$ cat src/rtl/km_pkg.sv
// Package: shared mode encoding for the carrier keyer.
// Assumes a two-bit mode field; the fourth code is reserved.
package km_pkg;
    typedef enum logic [1:0] {
        KEY_ONOFF = 2'b00,
        KEY_FREQ  = 2'b01,
        KEY_PHASE = 2'b10,
        KEY_RSVD  = 2'b11
    } key_mode_e;

    localparam int unsigned NUM_CARRIERS = 2;
    localparam int unsigned CAR_MARK     = 0;
    localparam int unsigned CAR_SPACE    = 1;
endpackage

$ cat src/rtl/km_div.sv
// Carrier divider: square wave that inverts every half+1 clocks.
// Assumes half is held steady between resets; a smaller value written
// while running is caught by the >= compare and does not wrap the counter.
module km_div #(
    parameter int unsigned DIV_W = 8
) (
    input  logic             clk,
    input  logic             rst_n,
    input  logic [DIV_W-1:0] half,
    output logic             wave
);
    logic [DIV_W-1:0] cnt_q;

    // Count clocks in the current half-period and invert at its end.
    always_ff @(posedge clk) begin
        if (!rst_n) begin
            cnt_q <= '0;
            wave  <= 1'b0;
        end else if (cnt_q >= half) begin
            cnt_q <= '0;
            wave  <= ~wave;
        end else begin
            cnt_q <= cnt_q + 1'b1;
        end
    end
endmodule

$ cat src/rtl/km_mix.sv
// Mixer: out = (data & mark) | (~data & space_src), space_src picked by mode,
// then optional inversion and one output register.
// Assumes no alignment of data or mode to carrier edges.
module km_mix
    import km_pkg::*;
(
    input  logic       clk,
    input  logic       rst_n,
    input  logic       data_bit,
    input  logic [1:0] key_mode,
    input  logic       invert_out,
    input  logic       mark_car,
    input  logic       space_car,
    output logic       keyed_out
);
    logic space_src;
    logic mixed;

    // Select what drives the space (data 0) term.
    always_comb begin
        unique case (key_mode_e'(key_mode))
            KEY_FREQ:  space_src = space_car;
            KEY_PHASE: space_src = ~mark_car;
            default:   space_src = 1'b0;
        endcase
    end

    // AND-OR mixing path followed by the polarity stage.
    always_comb begin
        mixed = (data_bit & mark_car) | (~data_bit & space_src);
        mixed = mixed ^ invert_out;
    end

    // Register the keyed result.
    always_ff @(posedge clk) begin
        if (!rst_n) keyed_out <= 1'b0;
        else        keyed_out <= mixed;
    end
endmodule

$ cat src/rtl/carrier_keyer.sv
// Top: two carrier dividers feeding one keying mixer.
// Assumes the divider settings are static while keying.
module carrier_keyer
    import km_pkg::*;
#(
    parameter int unsigned DIV_W = 8
) (
    input  logic             clk,
    input  logic             rst_n,
    input  logic             data_bit,
    input  logic [1:0]       key_mode,
    input  logic             invert_out,
    input  logic [DIV_W-1:0] mark_div,
    input  logic [DIV_W-1:0] space_div,
    output logic             keyed_out
);
    logic [DIV_W-1:0]        half_set [NUM_CARRIERS];
    logic [NUM_CARRIERS-1:0] car;
    logic                    mark_car;
    logic                    space_car;

    // Route the divider settings to their carrier slots.
    always_comb begin
        half_set[CAR_MARK]  = mark_div;
        half_set[CAR_SPACE] = space_div;
    end

    for (genvar g = 0; g < NUM_CARRIERS; g++) begin : g_car
        km_div #(.DIV_W(DIV_W)) u_div (
            .clk  (clk),
            .rst_n(rst_n),
            .half (half_set[g]),
            .wave (car[g])
        );
    end

    assign mark_car  = car[CAR_MARK];
    assign space_car = car[CAR_SPACE];

    km_mix u_mix (
        .clk       (clk),
        .rst_n     (rst_n),
        .data_bit  (data_bit),
        .key_mode  (key_mode),
        .invert_out(invert_out),
        .mark_car  (mark_car),
        .space_car (space_car),
        .keyed_out (keyed_out)
    );
endmodule

$ cat config.mk
export PLATFORM = sky130hd
export DESIGN_NAME = carrier_keyer
export DESIGN_NICKNAME = d
export VERILOG_FILES = /design/src/rtl/km_pkg.sv /design/src/rtl/km_div.sv /design/src/rtl/km_mix.sv /design/src/rtl/carrier_keyer.sv
export SDC_FILE = /design/constraint.sdc
export NUM_CORES = 1
export LEC_CHECK = 0
export CAP_MARGIN = 20
export CORE_UTILIZATION = 52
export CTS_CLUSTER_SIZE = 10
export DETAILED_ROUTE_END_ITERATION = 10
export GPL_ROUTABILITY_DRIVEN = 0
export PLACE_DENSITY = 0.87
export SLEW_MARGIN = 0
export SYNTH_ARGS = -nofsm -noshare
export SYNTH_HDL_FRONTEND = slang
export SYNTH_HIERARCHICAL = 1
export SYNTH_SLANG_ARGS = --single-unit
export TNS_END_PERCENT = 1
$ cat constraint.sdc
create_clock -name clk -period 2 [get_ports clk]
set_clock_uncertainty 0.1 [all_clocks]
set_input_delay 0.4 -clock clk [delete_from_list [all_inputs] [get_ports clk]]
set_output_delay 0.4 -clock clk [all_outputs]
set_load 0.05 [all_outputs]
---- Yosys cells after proc, flatten, opt, wreduce, memory -nomap -nowiden ----
Cells that the tools add are included.
operators by class
  $mul .................................... 0
  divide/modulo/power cells ............... 0
  shifts and indexed selects .............. 0
  magnitude comparators ................... 2
  bitwise logic cells ..................... 8
  reductions and logical operators ........ 2
  multiplexer cells ....................... 1
  eq/ne operators ......................... 2
  add/sub/neg operators ................... 2
operators by type and width
  operator             number
  $add 8x1->8 const B  2
  $ge 8x8->1           2
  $not 1->1            4
  $reduce_or 2->1      2
  $and 1x1->1          2
  $eq 2x1->1 const B   1
  $eq 2x2->1 const B   1
  $pmux 1 s2           1
  $or 1x1->1           1
  $xor 1x1->1          1
storage, ports and cells
  register bits ........................... 19
  ROM bits ................................ 0
  memories ................................ 0
  input port bits ......................... 22
  bits in writable memories ............... 0
  latch bits .............................. 0

---- Logic depth before layout (Yosys ltp) ----
  depth after elaboration ................. 5
  mapped depth ............................ 6
  mapped depth without buffers ............ 6

---- By module ----
Netlist, hierarchy kept.
modules (own cells, without submodules)
  module  area an instance (µm²)  instances  cells an instance
  km_div  571.8                   2          64
  km_mix  131.4                   1          16

---- Least setup slack after synthesis ----
Ideal clock, no wire load.
  path kind ............................... input to register
  start ................................... input port mark_div[5]
  end ..................................... register g_car[0].u_div.cnt_q[2]
  cell stages on the path ................. 6
  data arrival time ....................... 1.444 ns
  setup slack ............................. 0.333 ns
  library setup time ...................... 0.124 ns
  cell sequence ........................... inv_1 ha_1 nand2_1 or3_4 o211ai_4 nor2_1
on the way
  longest elaborated chain between the ends .. 2
ends and longest elaborated chain
  element                    RTL line             text
  from (decl)                carrier_keyer.sv:13  input logic [DIV_W-1:0] mark_div,
  $ge 8x8->1                 km_div.sv:19         end else if (cnt_q >= half) begin
  $reduce_or 2->1 (no line)  -
  to (signal assigned)       km_div.sv:23         cnt_q <= cnt_q + 1'b1;
  to (decl)                  km_div.sv:12         logic [DIV_W-1:0] cnt_q;
Every way passes these cells.
A chain may end at the register's enable or synchronous reset.

---- Final worst setup path ----
  start ................................... input port mark_div[5]
  end ..................................... register g_car[0].u_div.cnt_q[3]
The elaborated chain is that of the path after synthesis.

==> summary.md <==
| Metric | Value |
|---|---|
| Status | `finished clean` |
| Ranking of synthesized cells by area | `dfxtp_1, ha_1, nor2_1, inv_1, xnor2_1` |
| Vias per std cell | `5.02` |
| Initial drt markers | `7` |
| Worst setup EP type | `register` |
| Post-synth ARST share | `0%` |
| Num rows | `17` |
| Largest net degree at the start of global routing | `11` |
| Critical path class | `input port to register` |
| Synth Area in Compound Gates | `12.6%` |
| Cell taking the most area after synthesis | `dfxtp_1` |
| Setup ws final | `70.7 ps` |
| Worst EP required | `2080 ps` |
| GRT Max-Usage Layer | `met2` |
| Cell with the most instances after synthesis | `nor2_1` |
| Post-CTS setup buffer count | `0` |
| Width of the die | `51.5 um` |
| CTS tree | `yes` |
| Crit-path max cell delay | `460 ps` |
| # fillers | `172` |
| Crit-path max FO | `8` |
| Htree depth | `1` |
| I/O Pins | `23` |
| Synth top area share | `29.8%` |
| Sequential cell area | `380 um2` |
| Drt wl/cell | `11.2 um` |
| Syn-to-layout area delta | `25.0%` |
| First-pass iteration count of the detailed router | `4` |
| Number of synthesized register bits | `19` |
| CTS root buf | `clkbuf_4` |
| Setup WS pre-CTS | `-288 ps` |
| Post-CTS Resized | `0` |
| Synth cell types | `26` |
| Worst skew pair latency | `290 ps` |
| Power density cells | `490 nW/um2` |
| Grt met2 use | `40.3%` |
| Post-Route WL | `2280 um` |
| Post-route setup TNS | `0 ps` |
| Worst hold path type | `register to register` |
| Clock Sinks | `19` |
| Slew headroom | `67.5%` |
| DR DRC count | `0` |
| Die Ht | `51.5 um` |
| RSZ-0062 raised after global routing | `false` |
| Initial antenna violation count | `0` |
| Final Util | `70.7%` |
| Syn Area/Cell | `8.85 um2` |
| Final cell count without fillers | `203` |
| Antenna Nets Post-Route | `0` |
| EDFF count, synth | `0` |
| CTS clk-pin slew, worst paths | `100 ps` |
| Post-DP HPWL | `1920 um` |
| Combinational family with the most area after synthesis | `simple AND/OR/NAND/NOR gates` |
| Area of the multi-input gates | `820 um2` |
| Final hold viol count | `0` |
| Die area | `2650 um2` |
| Total CTS buffers | `3` |
| CP arrival | `2010 ps` |
| Total GRT Usage | `20.6%` |
| Post-Synthesis Cells | `144` |
| Diode count | `0` |
| IO buf count | `22` |
| Initial Util | `56.5%` |
| DP Cell Count | `199` |
| Final Net Count | `218` |
| Startpoint types | `input port` |
| Worst r2r path cells | `6` |
| Layout cell share with drive strength beyond 1 | `10.3%` |
| Critical-path top delay cell | `clkdlybuf4s50_1` |
| Core area | `2250 um2` |
| Synth Net Count | `186` |
| Hold Buf Count CTS | `0` |
| Mux contribution to synthesized area | `1.57%` |
| Synth Area in Simple Gates | `22.3%` |
| Max-cap violations | `0` |
| Total number of vias | `1019` |
| Total grt overflow | `0` |
| Peak supply drop | `0.330 mV` |
| Hold Crit Depth | `1` |
| Vias in the first global route | `1022` |
| Worst hold slack | `378 ps` |
| # setup viols final | `0` |
| CP cell instances | `clkdlybuf4s50_1 > inv_1 > ha_1 > nand2_1 > or3_4 > o211ai_4 > nor2_1` |
| Adder-cell area share of the yosys netlist | `19.6%` |
| Predominant post-synthesis flop cell | `dfxtp_1` |
| Crit share post-route | `96.5%` |
| Clock Path Buffers | `2` |
| GRT met3 Usage | `2.63%` |
| Sequential element share of the synthesized area | `29.8%` |
| Syn. warnings | `6` |
| Pleak | `0.716 nW` |
| Post-Syn Area | `1270 um2` |
| XOR/XNOR share of the synthesized area | `8.24%` |
| Global Route met1 Usage | `22.4%` |
| Post-layout min period | `1930 ps` |
| Worst-margin pin slew | `486 ps` |
| Top post-synthesis cells by count | `nor2_1, ha_1, inv_1, dfxtp_1, nand2_1` |
| Max Slew Vio Count | `0` |
| Global-route wire length before repair | `4140 um` |
| Fmax | `0.518 GHz` |
[critical path: cells and delay by family]
kind | cells | cell delay [ps]
simple gates | 3 | 540
buf+inv | 2 | 500
fa+ha+maj | 1 | 290
compound gates | 1 | 280
[metal layers]
layer | up-vias | part of all wire [%]
li1 | 544 | -
met1 | 454 | 45
met2 | 19 | 51
met3 | 2 | 2.9
met4 | 0 | 0.92
met5 | - | 0
[through the flow]
step / area (um2) / power (mW)
2_1_floorplan: 1270 / 0.519
3_3_place_gp: 1570 / 0.590
3_5_place_dp: 1570 / 0.603
4_1_cts: 1590 / 0.794
5_1_grt: 1590 / 0.824
6_report: 1590 / 0.782
[path summary, 6_finish.rpt]
path | to | from | slack (ps)
min | g_car[1].u_div/cnt_q[0] | g_car[1].u_div/cnt_q[0] | 380
min reg2reg | g_car[1].u_div/cnt_q[0] | g_car[1].u_div/cnt_q[0] | 380
max | g_car[0].u_div/cnt_q[3] | mark_div[5] | 70
max reg2reg | g_car[1].u_div/cnt_q[6] | g_car[1].u_div/cnt_q[0] | 290
[flip-flops by register name, indices dropped and copies added (netlist names)]
signal             flops
g_car.u_div/cnt_q     16
g_car.u_div/wave       2
u_mix/keyed_out        1
[layout by cell type, fill, tap and decap left out, types with 2 or more instances in the layout]
cell	netlist	layout
a21oi_1	4	4
inv_1	20	20
o21ai_2	2	2
xor2_1	4	4
o21a_1	2	2
o211ai_4	2	2
mux2i_1	2	2
clkdlybuf4s50_1	0	22
a31oi_4	2	2
nand3_1	5	5
buf_4	0	5
xnor2_1	8	8
nor3_1	3	3
or2b_2	2	2
clkbuf_4	0	3
ha_1	20	20
nand4b_1	3	3
dfxtp_1	19	19
nand2b_1	2	2
a211o_1	2	2
nand2_1	12	12
or3_4	2	2
nor2_1	22	22
[cell families (layout without fill, tap and decap cells)]
family          Yosys count  after routing
simple gates             56             56
mux                       2              2
flops                    19             19
compound gates           15             15
fa+ha+maj                20             20
xor+xnor                 12             12
buf+inv                  20             51
[where the power goes]
group / switching [mW] / total (mW) / internal [mW] / leakage (nW)
clock: 0.111 / 0.189 / 0.0776 / 0.0150
sequential: 0.0127 / 0.405 / 0.393 / 0.155
combinational: 0.0853 / 0.187 / 0.102 / 0.547
total: 0.209 / 0.782 / 0.572 / 0.716
[area by class of cell]
class / count / area share (%)
repair buffers: 27 / 16.2
inverters: 20 / 4.71
multi-input cells: 105 / 51.4
flip-flops and latches: 19 / 23.9
clock buffers: 4 / 1.65
well taps: 28 / 2.20
Power figures use the tool's default switching activity.
